### config.mk
export PLATFORM = sky130hd
export DESIGN_NAME = cos_monitor
export DESIGN_NICKNAME = d
export VERILOG_FILES = /design/src/rtl/cosm_pkg.sv /design/src/rtl/cosm_ms_tick.sv /design/src/rtl/cosm_poll_timer.sv /design/src/rtl/cosm_report.sv /design/src/rtl/cos_monitor.sv
export SDC_FILE = /design/constraint.sdc
export NUM_CORES = 1
export LEC_CHECK = 0
export ABC_AREA = 1
export BUFFER_PORTS_ARGS = -buffer_cell sky130_fd_sc_hd__buf_2
export CORE_MARGIN = 4
export CORE_UTILIZATION = 53
export CTS_BUF_LIST = sky130_fd_sc_hd__clkbuf_8
export DETAILED_ROUTE_END_ITERATION = 8
export GPL_ROUTABILITY_DRIVEN = 0
export PLACE_DENSITY_LB_ADDON = 0.08
export SYNTH_ARGS = -nofsm -noshare
export SYNTH_HDL_FRONTEND = slang
export SYNTH_SLANG_ARGS = --single-unit
### constraint.sdc
create_clock -name clk -period 2.7 [get_ports clk]
set_input_delay 0 -clock clk [delete_from_list [all_inputs] [get_ports clk]]
set_output_delay 0 -clock clk [all_outputs]
set_load 0.01 [all_outputs]
### src/rtl/cosm_pkg.sv
package cosm_pkg;
   localparam int unsigned COSM_DEFAULT_MS = 100;

   function automatic int unsigned cosm_cnt_w(input int unsigned n);
      return (n < 2) ? 1 : $clog2(n);
   endfunction
endpackage

### src/rtl/cosm_ms_tick.sv
module cosm_ms_tick #(
   parameter int unsigned PRESCALE = 125000
) (
   input  logic clk,
   input  logic rst_n,
   output logic tick
);
   import cosm_pkg::*;
   localparam int unsigned CW = cosm_cnt_w(PRESCALE);

   generate
      if (PRESCALE < 1) begin : g_bad
         $error("cosm_ms_tick: PRESCALE must be at least 1");
      end
      if (PRESCALE == 1) begin : g_direct
         assign tick = 1'b1;
      end else begin : g_count
         logic [CW-1:0] cnt;
         always_ff @(posedge clk) begin
            if (!rst_n)    cnt <= '0;
            else if (tick) cnt <= '0;
            else           cnt <= cnt + 1'b1;
         end
         assign tick = (cnt == CW'(PRESCALE - 1));

         p_tick_spacing_r2: assert property (@(posedge clk) disable iff (!rst_n)
            tick |=> !tick);
      end
   endgenerate
endmodule

### src/rtl/cosm_poll_timer.sv
module cosm_poll_timer #(
   parameter int unsigned PERIOD_W   = 16,
   parameter int unsigned DEFAULT_MS = 100
) (
   input  logic                clk,
   input  logic                rst_n,
   input  logic                tick,
   input  logic [PERIOD_W-1:0] poll_ms,
   output logic                poll_fire
);
   logic [PERIOD_W-1:0] eff_ms;
   logic [PERIOD_W-1:0] ms_cnt;

   generate
      if (DEFAULT_MS < 1 || DEFAULT_MS >= (64'd1 << PERIOD_W)) begin : g_bad
         $error("cosm_poll_timer: DEFAULT_MS must be nonzero and fit PERIOD_W");
      end
   endgenerate

   assign eff_ms    = (poll_ms == '0) ? PERIOD_W'(DEFAULT_MS) : poll_ms;
   assign poll_fire = tick && (ms_cnt >= eff_ms - 1'b1);

   always_ff @(posedge clk) begin
      if (!rst_n)         ms_cnt <= '0;
      else if (poll_fire) ms_cnt <= '0;
      else if (tick)      ms_cnt <= ms_cnt + 1'b1;
   end

   p_fire_on_tick_r2: assert property (@(posedge clk) disable iff (!rst_n)
      poll_fire |-> tick);
   p_count_restarts_r2: assert property (@(posedge clk) disable iff (!rst_n)
      poll_fire |=> (ms_cnt == '0));
endmodule

### src/rtl/cosm_report.sv
module cosm_report #(
   parameter int unsigned DATA_W = 24
) (
   input  logic              clk,
   input  logic              rst_n,
   input  logic              load,
   input  logic              cancel,
   input  logic [DATA_W-1:0] load_data,
   input  logic              ready,
   output logic              valid,
   output logic [DATA_W-1:0] data
);
   always_ff @(posedge clk) begin
      if (!rst_n) begin
         valid <= 1'b0;
         data  <= '0;
      end else if (cancel) begin
         valid <= 1'b0;
      end else if (load) begin
         valid <= 1'b1;
         data  <= load_data;
      end else if (valid && ready) begin
         valid <= 1'b0;
      end
   end

   p_hold_until_ready_r11: assert property (@(posedge clk) disable iff (!rst_n)
      (valid && !ready && !cancel) |=> valid);
   p_cancel_drops_r7: assert property (@(posedge clk) disable iff (!rst_n)
      cancel |=> !valid);
endmodule

### src/rtl/cos_monitor.sv
module cos_monitor #(
   parameter int unsigned DATA_W     = 24,
   parameter int unsigned PERIOD_W   = 16,
   parameter int unsigned ID_W       = 4,
   parameter int unsigned PRESCALE   = 125000,
   parameter int unsigned DEFAULT_MS = cosm_pkg::COSM_DEFAULT_MS
) (
   input  logic                clk,
   input  logic                rst_n,
   input  logic [DATA_W-1:0]   din,
   input  logic [PERIOD_W-1:0] poll_ms,
   input  logic                irq_req,
   input  logic                mon_start,
   input  logic                mon_stop,
   input  logic [ID_W-1:0]     client_in,
   output logic                rpt_valid,
   input  logic                rpt_ready,
   output logic [DATA_W-1:0]   rpt_data,
   output logic [ID_W-1:0]     rpt_client
);
   generate
      if (DATA_W < 1 || ID_W < 1 || PERIOD_W < 1) begin : g_bad
         $error("cos_monitor: widths must be at least 1");
      end
   endgenerate

   logic              ms_tick;
   logic              poll_fire;
   logic              start_ok;
   logic              sample;
   logic              changed;
   logic              load;
   logic              mon_on;
   logic [DATA_W-1:0] prev_q;
   logic [ID_W-1:0]   owner_q;

   cosm_ms_tick #(.PRESCALE(PRESCALE)) u_tick (
      .clk (clk), .rst_n (rst_n), .tick (ms_tick)
   );

   cosm_poll_timer #(.PERIOD_W(PERIOD_W), .DEFAULT_MS(DEFAULT_MS)) u_poll (
      .clk (clk), .rst_n (rst_n), .tick (ms_tick),
      .poll_ms (poll_ms), .poll_fire (poll_fire)
   );

   assign start_ok = mon_start && !mon_stop;
   assign sample   = poll_fire || irq_req || start_ok;
   assign changed  = (din != prev_q);
   assign load     = start_ok || (mon_on && !mon_stop && (poll_fire || irq_req) && changed);

   always_ff @(posedge clk) begin
      if (!rst_n)      prev_q <= '0;
      else if (sample) prev_q <= din;
   end

   always_ff @(posedge clk) begin
      if (!rst_n) begin
         mon_on  <= 1'b0;
         owner_q <= '0;
      end else if (mon_stop) begin
         mon_on  <= 1'b0;
      end else if (mon_start) begin
         mon_on  <= 1'b1;
         owner_q <= client_in;
      end
   end

   cosm_report #(.DATA_W(DATA_W)) u_rpt (
      .clk (clk), .rst_n (rst_n), .load (load), .cancel (mon_stop),
      .load_data (din), .ready (rpt_ready), .valid (rpt_valid), .data (rpt_data)
   );

   assign rpt_client = owner_q;

   p_start_reports_r8: assert property (@(posedge clk) disable iff (!rst_n)
      start_ok |=> (rpt_valid && rpt_data == $past(din)));
   p_rise_has_cause_r5: assert property (@(posedge clk) disable iff (!rst_n)
      $rose(rpt_valid) |-> $past(mon_start || irq_req || poll_fire));
   p_silent_when_off_r7: assert property (@(posedge clk) disable iff (!rst_n)
      (!mon_on && !mon_start) |=> !rpt_valid || $stable(rpt_data));
   p_irq_change_r4: assert property (@(posedge clk) disable iff (!rst_n)
      (mon_on && !mon_stop && irq_req && changed) |=> (rpt_valid && rpt_data == $past(din)));
endmodule

==> results <==
- The root cell of the clock tree is clkbuf_8.
- The worst setup path is captured at a flip-flop.
- The first global-routing pass estimated 21,740 um of wire.
- TritonCTS built the clock tree.
- The net count after synthesis is 841.
- After layout, the design draws a total of 0.002694 W.
- The number of vias per cell after detailed routing is 5.021.
- After detailed routing, the average wire length per cell comes to 12.33 um.
- The floorplan step defined a die boundary enclosing 11,140 um^2.
- The sequential share of the synthesized area is 34.52%.
- The critical path contains buffers and inverters numbering 4 combined.
- The post-synthesis cell count is 772.
- Data on the critical path arrives at its endpoint at 2.67 ns.
- The area share of the largest cell type after synthesis is 34.52%.
- The number of buffer cells added on primary ports is 78.
- Across the run, the number of max-cap violations was 0.
- The die outline width is 105.6 um.
- The DRC violation count after routing is 0.
- The run finished with clean final reports.
- The effective utilization at floorplan is 54.60%.
- The post-synthesis register bit count is 87.
- The number of buffers inserted to repair setup after CTS is 0.
- The wire length after detailed routing is 12,680 um.
- The post-synthesis cell type count is 31.
- The total overflow reported by the global router is 0.
- The transition time at the pin with the least slew margin is 1.034 ns.
- Setup repair after global routing left no endpoint under its margin.
- The number of top-level pins is 79.
- On the final layout, the worst clock skew is 0.01449 ns.
- For this run, the number of Yosys warnings is 0.
- Power spread over the standard cell area amounts to 433.1 nW/um^2.
- Compared with the post-synthesis result, the final layout area differs by 23.29%.
- The number of hold violations in the final report is 0.
- Setup violations remaining at the end of the flow were counted as 0.
- STA classifies the critical path startpoint as a primary input.
- The H-tree depth is 3.
- The vias after detailed routing is 5,162.
- The number of antenna violations at the first check in global routing is 0.
- The clock slew seen by the registers of the worst setup and hold paths is 0.10 ns.
- The antenna diode count is 0.
- For the worst-skew pair, the clock arrives at the later sink with an insertion delay of 0.36 ns.
- IR analysis of the VDD net gives a maximum drop of 0.3405 mV.
- The violation count after the first detailed-route iteration is 278.
- The largest incremental delay on the critical path is 0.29 ns.
- The final critical path takes up 89.33% of the cycle.
- Derived from the worst setup path, the maximum achievable clock frequency is 414.6 MHz.
- At the end of the flow, the number of nets in the layout was 963.
- The largest buffer count on any clock path is 2.
- The initialized floorplan defines 35 standard-cell rows.
- The cell taking the most area after synthesis is dfxtp_1.
- The clock drives 87 sinks.
- The shortest period the worst path allows is 2.412 ns.
- After legalization and detailed placement, the total HPWL measured 9045 um.
- The headroom to the max-slew limit is 30.89%.
- The classification of the worst-slack hold path is in2reg.
- The number of pins with negative max-slew slack in the final report is 0.
- Ranked by total cell area, the synthesized netlist is headed by dfxtp_1 35%, nand2_1 16%, a21oi_1 8.1%.
- The y dimension of the die is 105.6 um.
- The final core utilization is 67.31%.
- The smallest hold slack is 0.05628 ns.
- Of all nets on the critical path, the largest fanout is 22.
- The mapped netlist covers 5045 um^2.
- The dominant delay contributor by cell family on the critical path is simple AND/OR/NAND/NOR gates.
- For this run, the total global-route usage over all layers was measured as 23.22%.
- The share of post-route cells with drive strength above 1 is 15.35%.
- The core region is 9240 um^2.
- The post-route setup TNS is 0 ns.
- At the worst endpoint, the required time is 2.96 ns.
- The count of nets left with antenna violations once routing finished came out at 0.
- The leakage component of the power is 2.905 nW.
- The number of global-route vias before repair is 4,905.
- The maximum number of pins on one net before global-route repair is 50.
- The worst setup path is of the in2reg kind.
- The standard cell with the maximum stage delay on the critical path is ha_1.
- The average footprint of a synthesized cell is 6.535 um^2.
- The clock buffer count from CTS is 9.
- The most repeated library cell on the critical path is nand2_1.
- Before antenna repair, the detailed router went through 5 iterations.
[final cells by class]
| cell class | instances | area (um^2) |
|---|---|---|
| fillers | 833 | 3020 |
| multi-input cells | 568 | 2823 |
| well taps | 129 | 161.4 |
| flip-flops and latches | 87 | 1742 |
| clock buffers | 10 | 137.6 |
| inverters | 92 | 345.3 |
| repair buffers | 136 | 967.2 |
| clock inverters | 6 | 43.79 |
[through the flow]
stage	setup WS, ns	instances	area [um^2]
5_1_grt	0.004976	1028	6220
4_1_cts	0.2620	1028	6206
3_3_place_gp	-0.006585	982	5724
3_5_place_dp	-0.1138	982	5724
6_report	0.2881	1028	6220
2_1_floorplan	0.1096	772	5045
[synth_stat cells]
cell / instances
nand2_1: 219
buf_6: 5
inv_1: 89
or2_1: 1
nor3_4: 2
xnor2_1: 16
o21bai_1: 1
nor4_1: 3
ha_1: 19
xor2_1: 14
or2_2: 4
or2_0: 1
buf_2: 3
dfxtp_1: 87
a21oi_1: 82
nand2_4: 1
o21a_1: 1
nand3_1: 70
buf_4: 4
nand4_1: 14
nor3_1: 15
nand2_8: 1
o21ai_0: 11
nor2_1: 86
clkbuf_1: 9
inv_2: 2
nand3b_1: 2
nor3b_1: 2
buf_1: 4
nor2_2: 3
clkinv_1: 1
[metal layers]
layer,track usage [%],vias to the layer above,part of all wire (%)
li1,-,2701,-
met1,31.02,2330,47
met2,39.16,115,46
met3,4.348,16,5.0
met4,4.995,0,1.3
met5,0,-,0
[state kept, by name, summed over array words and instances (netlist names)]
name / cells
prev_q: 24
u_rpt.data: 24
u_tick.g_count.cnt: 17
u_poll.ms_cnt: 16
rpt_client: 4
mon_on: 1
u_rpt.valid: 1
[worst paths after layout]
| path | start | end | slack (ns) | cells after the start |
|---|---|---|---|---|
| hold reg to reg | u_rpt.valid | u_rpt.valid | 0.48 | 2 |
| setup / recovery | poll_ms[9] | u_rpt.data[7] | 0.29 | 26 |
| setup reg to reg | prev_q[8] | u_rpt.data[6] | 0.64 | 9 |
| hold / removal | irq_req | prev_q[11] | 0.06 | 4 |
[worst min-delay path: stages]
cell	delay [ns]
buf_2	0.09
nor2_2	0.11
nand3_1	0.11
a21oi_1	0.06
[cell usage in the layout, fill, tap and decap left out, types with 2 or more instances in the layout]
cell type	synthesis	layout
inv_6	0	2
buf_12	0	5
nor3b_1	2	2
nor2_1	86	85
buf_2	3	78
buf_4	4	22
nor4_1	3	3
nand4_1	14	14
clkinv_2	0	2
o21ai_0	11	11
a21oi_1	82	82
ha_1	19	19
inv_2	2	2
dfxtp_1	87	87
nand3_1	70	70
nor2_2	3	3
dlygate4sd3_1	0	30
xnor2_1	16	16
xor2_1	14	14
nor3_1	15	14
nand2_1	219	218
nand3b_1	2	2
inv_1	89	89
nor3_4	2	2
or2_2	4	4
clkbuf_8	0	10
[report_power, final]
part           internal [W]  switching (W)
Sequential          0.00134      0.0000348
Combinational      0.000205       0.000254
Clock              0.000365       0.000497
Total               0.00191       0.000785
[kinds of logic (layout without fill, tap and decap cells)]
kind of cell             count (synthesis)  in the layout  synth area share [%]
AND/OR/NAND/NOR                        424            424                 36.21
buffers and inverters                  117            244                 9.821
AO/OA/AOI/OAI                           95             95                 9.524
flip-flops                              87             87                 34.52
XOR/XNOR                                30             30                 5.208
adder cells (fa/ha/maj)                 19             19                 4.712
[repair_timing]
action | 4_1_cts | 5_1_grt
hold buffers | 30 | 0
hold endpoints to repair | 36 | 0
endpoints found under the setup margin | 0 | 47
resized for setup | 0 | 4
Note: power is estimated with default switching activity, not from simulation.
